$ cat config.mk
export PLATFORM = sky130hd
export DESIGN_NAME = sboot_ctrl
export DESIGN_NICKNAME = d
export VERILOG_FILES = /design/src/rtl/sboot_pkg.sv /design/src/rtl/sboot_autobaud.sv /design/src/rtl/sboot_packer.sv /design/src/rtl/sboot_ctrl.sv
export SDC_FILE = /design/constraint.sdc
export NUM_CORES = 1
export LEC_CHECK = 0
export ABC_AREA = 0
export BUFFER_PORTS_ARGS = -buffer_cell sky130_fd_sc_hd__buf_2
export CORE_UTILIZATION = 30
export CTS_CLUSTER_SIZE = 25
export DETAILED_ROUTE_END_ITERATION = 16
export GPL_ROUTABILITY_DRIVEN = 0
export PLACE_DENSITY = 0.52
export SLEW_MARGIN = 0
export SYNTH_ARGS = -nofsm -noshare
export SYNTH_HDL_FRONTEND = slang
export SYNTH_SLANG_ARGS = --single-unit
$ cat constraint.sdc
create_clock -name clk -period 6.45 [get_ports clk]
set_input_delay 0.645 -clock clk [delete_from_list [all_inputs] [get_ports clk]]
set_output_delay 0.645 -clock clk [all_outputs]
set_load 0.05 [all_outputs]
$ cat src/rtl/sboot_pkg.sv
package sboot_pkg;
  localparam logic [1:0] MODE_USER0  = 2'b00;
  localparam logic [1:0] MODE_USER1  = 2'b01;
  localparam logic [1:0] MODE_SERIAL = 2'b10;
  localparam logic [1:0] MODE_RSVD   = 2'b11;

  typedef enum logic [3:0] {
    S_CAP, S_CHECK, S_OFF, S_PARK, S_MEAS, S_ACK, S_LOAD, S_FLUSH, S_JUMP
  } boot_st_e;

  typedef enum logic [1:0] {AB_ARM, AB_CNT, AB_DIV, AB_DONE} ab_st_e;
endpackage

$ cat src/rtl/sboot_autobaud.sv
module sboot_autobaud
  import sboot_pkg::*;
#(
  parameter int CNT_W      = 16,
  parameter int DIV_FACTOR = 144
) (
  input  logic             clk,
  input  logic             rst_n,
  input  logic             start_en,
  input  logic             rx_line,
  output logic             done,
  output logic [CNT_W-1:0] div
);
  localparam logic [CNT_W-1:0] CNT_MAX = {CNT_W{1'b1}};
  localparam logic [CNT_W-1:0] FACTOR  = CNT_W'(DIV_FACTOR);

  logic rx_s1, rx_s2, rx_prev;
  logic fall, rise;
  ab_st_e st_q, st_d;
  logic [CNT_W-1:0] cnt_q, cnt_d, quo_q, quo_d;

  // Two-flop synchroniser plus previous-value register for edge detection
  always_ff @(posedge clk or negedge rst_n) begin
    if (!rst_n) begin
      rx_s1   <= 1'b1;
      rx_s2   <= 1'b1;
      rx_prev <= 1'b1;
    end else begin
      rx_s1   <= rx_line;
      rx_s2   <= rx_s1;
      rx_prev <= rx_s2;
    end
  end

  assign fall = rx_prev & ~rx_s2;
  assign rise = ~rx_prev & rx_s2;

  always_comb begin
    st_d  = st_q;
    cnt_d = cnt_q;
    quo_d = quo_q;
    case (st_q)
      AB_ARM: if (start_en && fall) begin
        st_d  = AB_CNT;
        cnt_d = CNT_W'(1);
      end
      AB_CNT: begin
        if (rise) begin
          st_d  = AB_DIV;
          quo_d = '0;
        end else if (cnt_q == CNT_MAX) begin
          st_d = AB_ARM;
        end else begin
          cnt_d = cnt_q + CNT_W'(1);
        end
      end
      AB_DIV: begin
        if (cnt_q >= FACTOR) begin
          cnt_d = cnt_q - FACTOR;
          quo_d = quo_q + CNT_W'(1);
        end else begin
          st_d = AB_DONE;
        end
      end
      default: st_d = AB_DONE;
    endcase
  end

  always_ff @(posedge clk or negedge rst_n) begin
    if (!rst_n) begin
      st_q  <= AB_ARM;
      cnt_q <= '0;
      quo_q <= '0;
    end else begin
      st_q  <= st_d;
      cnt_q <= cnt_d;
      quo_q <= quo_d;
    end
  end

  assign done = (st_q == AB_DONE);
  assign div  = done ? quo_q : '0;

  assert_done_sticky_R4: assert property (@(posedge clk) disable iff (!rst_n)
    done |=> done && $stable(div));

  assert_count_live_R5: assert property (@(posedge clk) disable iff (!rst_n)
    (st_q == AB_CNT) |-> (cnt_q != '0));
endmodule

$ cat src/rtl/sboot_packer.sv
module sboot_packer #(
  parameter int          NUM_BYTES = 128,
  parameter logic [31:0] LOAD_BASE = 32'hA000_0000
) (
  input  logic        clk,
  input  logic        rst_n,
  input  logic        take,
  input  logic [7:0]  byte_in,
  output logic        last,
  output logic        ram_we,
  output logic [31:0] ram_addr,
  output logic [31:0] ram_wdata
);
  localparam int IDX_W = $clog2(NUM_BYTES);
  localparam logic [IDX_W-1:0] IDX_LAST = IDX_W'(NUM_BYTES - 1);

  logic [IDX_W-1:0] idx_q;
  logic [23:0]      hold_q;
  logic             we_q, full_q;
  logic [31:0]      addr_q, data_q;
  logic             word_end, take_en;

  assign take_en  = take && !full_q;
  assign word_end = (idx_q[1:0] == 2'b11);
  assign last     = take_en && (idx_q == IDX_LAST);

  always_ff @(posedge clk or negedge rst_n) begin
    if (!rst_n) begin
      idx_q  <= '0;
      full_q <= 1'b0;
    end else if (take_en) begin
      idx_q  <= idx_q + IDX_W'(1);
      full_q <= (idx_q == IDX_LAST);
    end
  end

  // Lower three bytes of the current word wait here until the fourth arrives
  for (genvar g = 0; g < 3; g++) begin : g_lane
    always_ff @(posedge clk or negedge rst_n) begin
      if (!rst_n) hold_q[8*g +: 8] <= '0;
      else if (take_en && idx_q[1:0] == 2'(g)) hold_q[8*g +: 8] <= byte_in;
    end
  end

  always_ff @(posedge clk or negedge rst_n) begin
    if (!rst_n) begin
      we_q   <= 1'b0;
      addr_q <= '0;
      data_q <= '0;
    end else begin
      we_q <= take_en && word_end;
      if (take_en && word_end) begin
        addr_q <= LOAD_BASE + (32'(idx_q[IDX_W-1:2]) << 2);
        data_q <= {byte_in, hold_q};
      end
    end
  end

  assign ram_we    = we_q;
  assign ram_addr  = addr_q;
  assign ram_wdata = data_q;

  assert_we_spaced_R8: assert property (@(posedge clk) disable iff (!rst_n)
    ram_we |=> !ram_we);

  assert_no_take_when_full_R7: assert property (@(posedge clk) disable iff (!rst_n)
    full_q |=> $stable(idx_q) && !ram_we);
endmodule

$ cat src/rtl/sboot_ctrl.sv
module sboot_ctrl
  import sboot_pkg::*;
#(
  parameter int          CNT_W      = 16,
  parameter int          DIV_FACTOR = 144,
  parameter int          NUM_BYTES  = 128,
  parameter logic [31:0] LOAD_BASE  = 32'hA000_0000,
  parameter logic [7:0]  ACK_BYTE   = 8'h95
) (
  input  logic             clk,
  input  logic             rst_n,
  input  logic             mode_hi,
  input  logic             mode_lo,
  input  logic             prot_i,
  input  logic             rx_line,
  output logic             uart_en,
  output logic [CNT_W-1:0] baud_div,
  output logic             tx_valid,
  output logic [7:0]       tx_data,
  input  logic             tx_ready,
  input  logic             rx_valid,
  input  logic [7:0]       rx_data,
  output logic             rx_ready,
  output logic             ram_we,
  output logic [31:0]      ram_addr,
  output logic [31:0]      ram_wdata,
  output logic             jump_req,
  output logic [31:0]      jump_addr,
  output logic [1:0]       boot_mode,
  output logic             prot_park
);
  logic rst_s1, rst_sn;
  boot_st_e st_q, st_d;
  logic [1:0] mode_q;
  logic cap_en, ab_done, pk_last, ack_sent, ack_fire;

  // Asynchronous assertion, synchronous release
  always_ff @(posedge clk or negedge rst_n) begin
    if (!rst_n) begin
      rst_s1 <= 1'b0;
      rst_sn <= 1'b0;
    end else begin
      rst_s1 <= 1'b1;
      rst_sn <= rst_s1;
    end
  end

  assign cap_en   = (st_q == S_CAP);
  assign ack_fire = (st_q == S_ACK) && tx_ready;

  always_ff @(posedge clk or negedge rst_sn) begin
    if (!rst_sn) mode_q <= MODE_USER0;
    else if (cap_en) mode_q <= {mode_hi, mode_lo};
  end

  always_ff @(posedge clk or negedge rst_sn) begin
    if (!rst_sn) ack_sent <= 1'b0;
    else if (ack_fire) ack_sent <= 1'b1;
  end

  always_comb begin
    st_d = st_q;
    case (st_q)
      S_CAP:   st_d = ({mode_hi, mode_lo} == MODE_SERIAL) ? S_CHECK : S_OFF;
      S_CHECK: st_d = prot_i ? S_PARK : S_MEAS;
      S_MEAS:  if (ab_done) st_d = S_ACK;
      S_ACK:   if (tx_ready) st_d = S_LOAD;
      S_LOAD:  if (pk_last) st_d = S_FLUSH;
      S_FLUSH: st_d = S_JUMP;
      default: st_d = st_q;
    endcase
  end

  always_ff @(posedge clk or negedge rst_sn) begin
    if (!rst_sn) st_q <= S_CAP;
    else         st_q <= st_d;
  end

  sboot_autobaud #(.CNT_W(CNT_W), .DIV_FACTOR(DIV_FACTOR)) u_baud (
    .clk      (clk),
    .rst_n    (rst_sn),
    .start_en (st_q == S_MEAS),
    .rx_line  (rx_line),
    .done     (ab_done),
    .div      (baud_div)
  );

  sboot_packer #(.NUM_BYTES(NUM_BYTES), .LOAD_BASE(LOAD_BASE)) u_pack (
    .clk       (clk),
    .rst_n     (rst_sn),
    .take      (rx_valid && rx_ready),
    .byte_in   (rx_data),
    .last      (pk_last),
    .ram_we    (ram_we),
    .ram_addr  (ram_addr),
    .ram_wdata (ram_wdata)
  );

  assign uart_en   = ab_done;
  assign tx_valid  = (st_q == S_ACK);
  assign tx_data   = tx_valid ? ACK_BYTE : 8'h00;
  assign rx_ready  = (st_q == S_LOAD);
  assign jump_req  = (st_q == S_JUMP);
  assign jump_addr = jump_req ? LOAD_BASE : 32'h0;
  assign boot_mode = mode_q;
  assign prot_park = (st_q == S_PARK);

  assert_mode_stable_R1: assert property (@(posedge clk) disable iff (!rst_sn)
    (st_q != S_CAP) |=> $stable(boot_mode));

  assert_inactive_quiet_R2: assert property (@(posedge clk) disable iff (!rst_sn)
    (st_q != S_CAP && boot_mode != MODE_SERIAL)
      |-> !(uart_en || tx_valid || rx_ready || ram_we || jump_req || prot_park));

  assert_park_sticky_R3: assert property (@(posedge clk) disable iff (!rst_sn)
    prot_park |=> prot_park && !uart_en && !tx_valid && !rx_ready);

  assert_ack_held_R6: assert property (@(posedge clk) disable iff (!rst_sn)
    (tx_valid && !tx_ready) |=> tx_valid && (tx_data == ACK_BYTE));

  assert_rx_after_ack_R6: assert property (@(posedge clk) disable iff (!rst_sn)
    rx_ready |-> ack_sent && uart_en);

  assert_jump_sticky_R9: assert property (@(posedge clk) disable iff (!rst_sn)
    jump_req |=> jump_req && (jump_addr == LOAD_BASE) && !rx_ready);
endmodule

==> impl_metrics.toml <==
[status]
outcome = "completed"

[floorplan]
die_w_um = 147
die_h_um = 147
core-area_um2 = 20400
row_count = 52
die_area_um2 = 21500
ioPinCount = 144
start_util = 0.308

[layout]
instances_no_fill = 939
final_nets = 687
area_growth_syn_to_layout_pct = 15.6
antennaDiodeCount = 0
fill_cells = 2069
postLayoutCellArea_um2 = 7250
drive_gt1_frac = 0.303

[placed_design]
placedCellCount = 906
portBuffers = 84
hpwl_um = 9630
place_area_um2 = 6670

[critical_path]
worstPathMaxFanout = 11
critPathKind = "register to register"
ff2ff_path_depth = 5
startpoint_type = "register"
r2r-start = "u_baud.cnt_q[12]$_DFFE_PN0P_"
regToRegEndpoint = "u_baud.cnt_q[12]$_DFFE_PN0P_"
crit_required_ns = 6.72
rrSetupSlack_ns = 3.76
endpoint_kind = "register"
arrival_ns = 2.96

[logic_synthesis]
async_reset_ff_frac = 1.00
synthFlopType = "dfrtp_1"
syn_area_per_cell_um2 = 10.8
yosysSeqAreaShare = 0.463
syn_area_um2 = 6270
synth.distinct_cells = 69
ys_seq_elements = 116
syn_inst = 583
yosys_warnings = 0
synth_edf_count = 0

[cts]
cts.sinks = 116
insertion_delay_ns = 0.41
cts_made_buffers = 17
path_clk_slew_ns = 0.06
clk_path_buf_depth = 2
root_buffer = "clkbuf_16"
post_cts_buffers = 0
cts_resized = 0
cts_tree = "yes"
htreeDepth = 4

[timing]
hold_viol = 0
finalCriticalPeriod_ns = 2.69
finClkSkew_ns = 0.00744
holdWs_ns = 0.344
slew-limit-headroom = 0.298
fmax_mhz = 371
min_period_over_period = 0.418
setup_tns_ns = 0
rsz0062_at_grt = "false"
report.final.slew_viol_count = 0
worst_pin_slew_ns = 1.04
setup_viol = 0

[power_and_ir_drop]
cellPowerDensity_nw_per_um2 = 391
finalPower_uw = 2830
p_leak_uw = 0.00352
vdd_drop_max_mv = 0.204

[routing]
wl_per_cell_um = 14.9
via_per_inst = 4.85
drc = 0
first_iter_violations = 274
firstDrtPassIters = 5
wirelength_um = 14000
ant_nets = 0
vias = 4552

[hold_path]
hp-start = "rx_line"
whs_path_depth = 1
hp-class = "input pin to register"
min_to = "u_baud.rx_s1$_DFF_PN1_"

[global_routing]
grt_max_degree = 62
grt_usage = 0.135
grt_pass1_wl_um = 23100
grt_overflow = 0
first_global_vias = 4391
antenna_found_initial = 0

[job]
cap_violations = 0
## worst max-delay path by stage
stage / startpoint / end / slack (ns) / cells after the start
after CTS: st_q[3]$_DFFE_PN0P_ / st_q[0]$_DFFE_PN0P_ / 3.72 / 8
after global routing: st_q[3]$_DFFE_PN0P_ / st_q[0]$_DFFE_PN0P_ / 3.46 / 8
after detailed placement: st_q[3]$_DFFE_PN0P_ / st_q[0]$_DFFE_PN0P_ / 3.72 / 8
final: u_baud.cnt_q[12]$_DFFE_PN0P_ / u_baud.cnt_q[12]$_DFFE_PN0P_ / 3.76 / 5
after global placement: st_q[3]$_DFFE_PN0P_ / st_q[0]$_DFFE_PN0P_ / 3.80 / 8
after floorplan: st_q[1]$_DFFE_PN0P_ / jump_addr[29] / 2.97 / 3
## final cells by class
cell class	count	area, um2	share of cell area
Clock buffer	19	443	0.0611
Clock inverter	13	125	0.0173
Inverter	16	60.1	0.00828
Multi-Input combinational cell	417	2920	0.403
Sequential cell	116	2910	0.401
Tap cell	270	338	0.0466
Timing Repair Buffer	88	453	0.0625
## state kept, by name (all words and copies together), names as in the netlist
register          cells
rst_s1                1
u_baud.quo_q         16
u_pack.ram_we         1
u_pack.ram_addr       6
u_pack.full_q         1
u_baud.rx_prev        1
st_q                  4
rst_sn                1
boot_mode             2
u_pack.hold_q        24
u_pack.ram_wdata     32
u_baud.cnt_q         16
u_baud.rx_s1          1
u_baud.st_q           2
u_pack.idx_q          7
u_baud.rx_s2          1
## critical path: stages, from the launching register on
cell and delay [ns]:
dfrtp_1 0.46, or4_4 0.56, a311oi_2 0.72, nand3_1 0.24
nand2_1 0.39, o311ai_1 0.18
## per-stage QoR
stage               utilization  setup WS (ns)
global placement          0.328           3.80
CTS                       0.356           3.72
global route              0.356           3.46
floorplan                     -           2.97
detailed placement        0.328           3.72
finish                    0.356           3.76
## cells in the mapped netlist (all sizes together), types with 4 or more instances
cell type | count | area share
nand2b | 4 | 0.0040
nand2 | 32 | 0.019
nor4 | 6 | 0.0070
mux2 | 68 | 0.12
o31ai | 16 | 0.019
nor3 | 10 | 0.0088
o41ai | 4 | 0.0056
xnor2 | 12 | 0.017
buf | 69 | 0.082
a21oi | 18 | 0.015
and3 | 6 | 0.0060
nand3 | 14 | 0.011
o21ai | 14 | 0.011
inv | 15 | 0.0090
a31oi | 6 | 0.0060
a211oi | 6 | 0.0080
ha | 15 | 0.030
a22oi | 4 | 0.0048
nand4 | 6 | 0.0060
and2 | 23 | 0.023
clkbuf | 23 | 0.014
or2 | 4 | 0.0040
or3 | 4 | 0.0040
dfrtp | 113 | 0.45
xor2 | 4 | 0.0056
nor2b | 5 | 0.0050
nor2 | 24 | 0.014
or4 | 4 | 0.0054
## power breakdown
part	total [uW]	switching, uW	internal [uW]
logic	912	645	267
registers	1020	142	879
clock network	902	357	545
total	2830	1140	1690
## logic make-up after synthesis
logic type / after synthesis / share of synthesized area
and+or+nand+nor: 154 / 0.134
DFF: 116 / 0.463
buffers and inverters: 108 / 0.105
AOI/OAI and AO/OA: 103 / 0.119
muxes: 69 / 0.124
xor gates and xnor gates: 16 / 0.0223
adders and majority gates: 15 / 0.0299
other: 2 / 0.00120
## cell usage in the layout (no fill, tap or decap), types with 5 or more instances in the layout
cell	Yosys	routed
buf_2	2	84
nand2_1	32	32
and2_1	23	23
nor2b_1	5	5
nor4_1	5	5
inv_1	15	15
nor2_1	24	24
o31ai_1	16	16
nor3_1	9	9
clkbuf_16	0	17
conb_1	2	60
xnor2_1	12	12
mux2_2	67	67
inv_6	0	5
dfrtp_1	113	112
a21oi_1	17	17
nand4_1	6	6
and3_1	6	6
ha_1	15	15
nand3_1	14	14
a211oi_1	5	5
clkinvlp_4	0	5
o21ai_0	14	14
a31oi_1	6	6
## metal layers
| metal | global-route usage | vias to the layer above | share of wire |
|---|---|---|---|
| met5 | 0 | - | 0 |
| met4 | 0.0328 | 0 | 0.0055 |
| met3 | 0.0500 | 12 | 0.074 |
| met2 | 0.216 | 158 | 0.49 |
| met1 | 0.172 | 2261 | 0.44 |
| li1 | - | 2121 | - |
## repair_timing
| action | in CTS | in global routing |
|---|---|---|
| endpoints found under the setup margin | 0 | 0 |
| hold buffers | 1 | 0 |
| hold endpoints to repair | 2 | 0 |
Power figures use the tool's default switching activity.
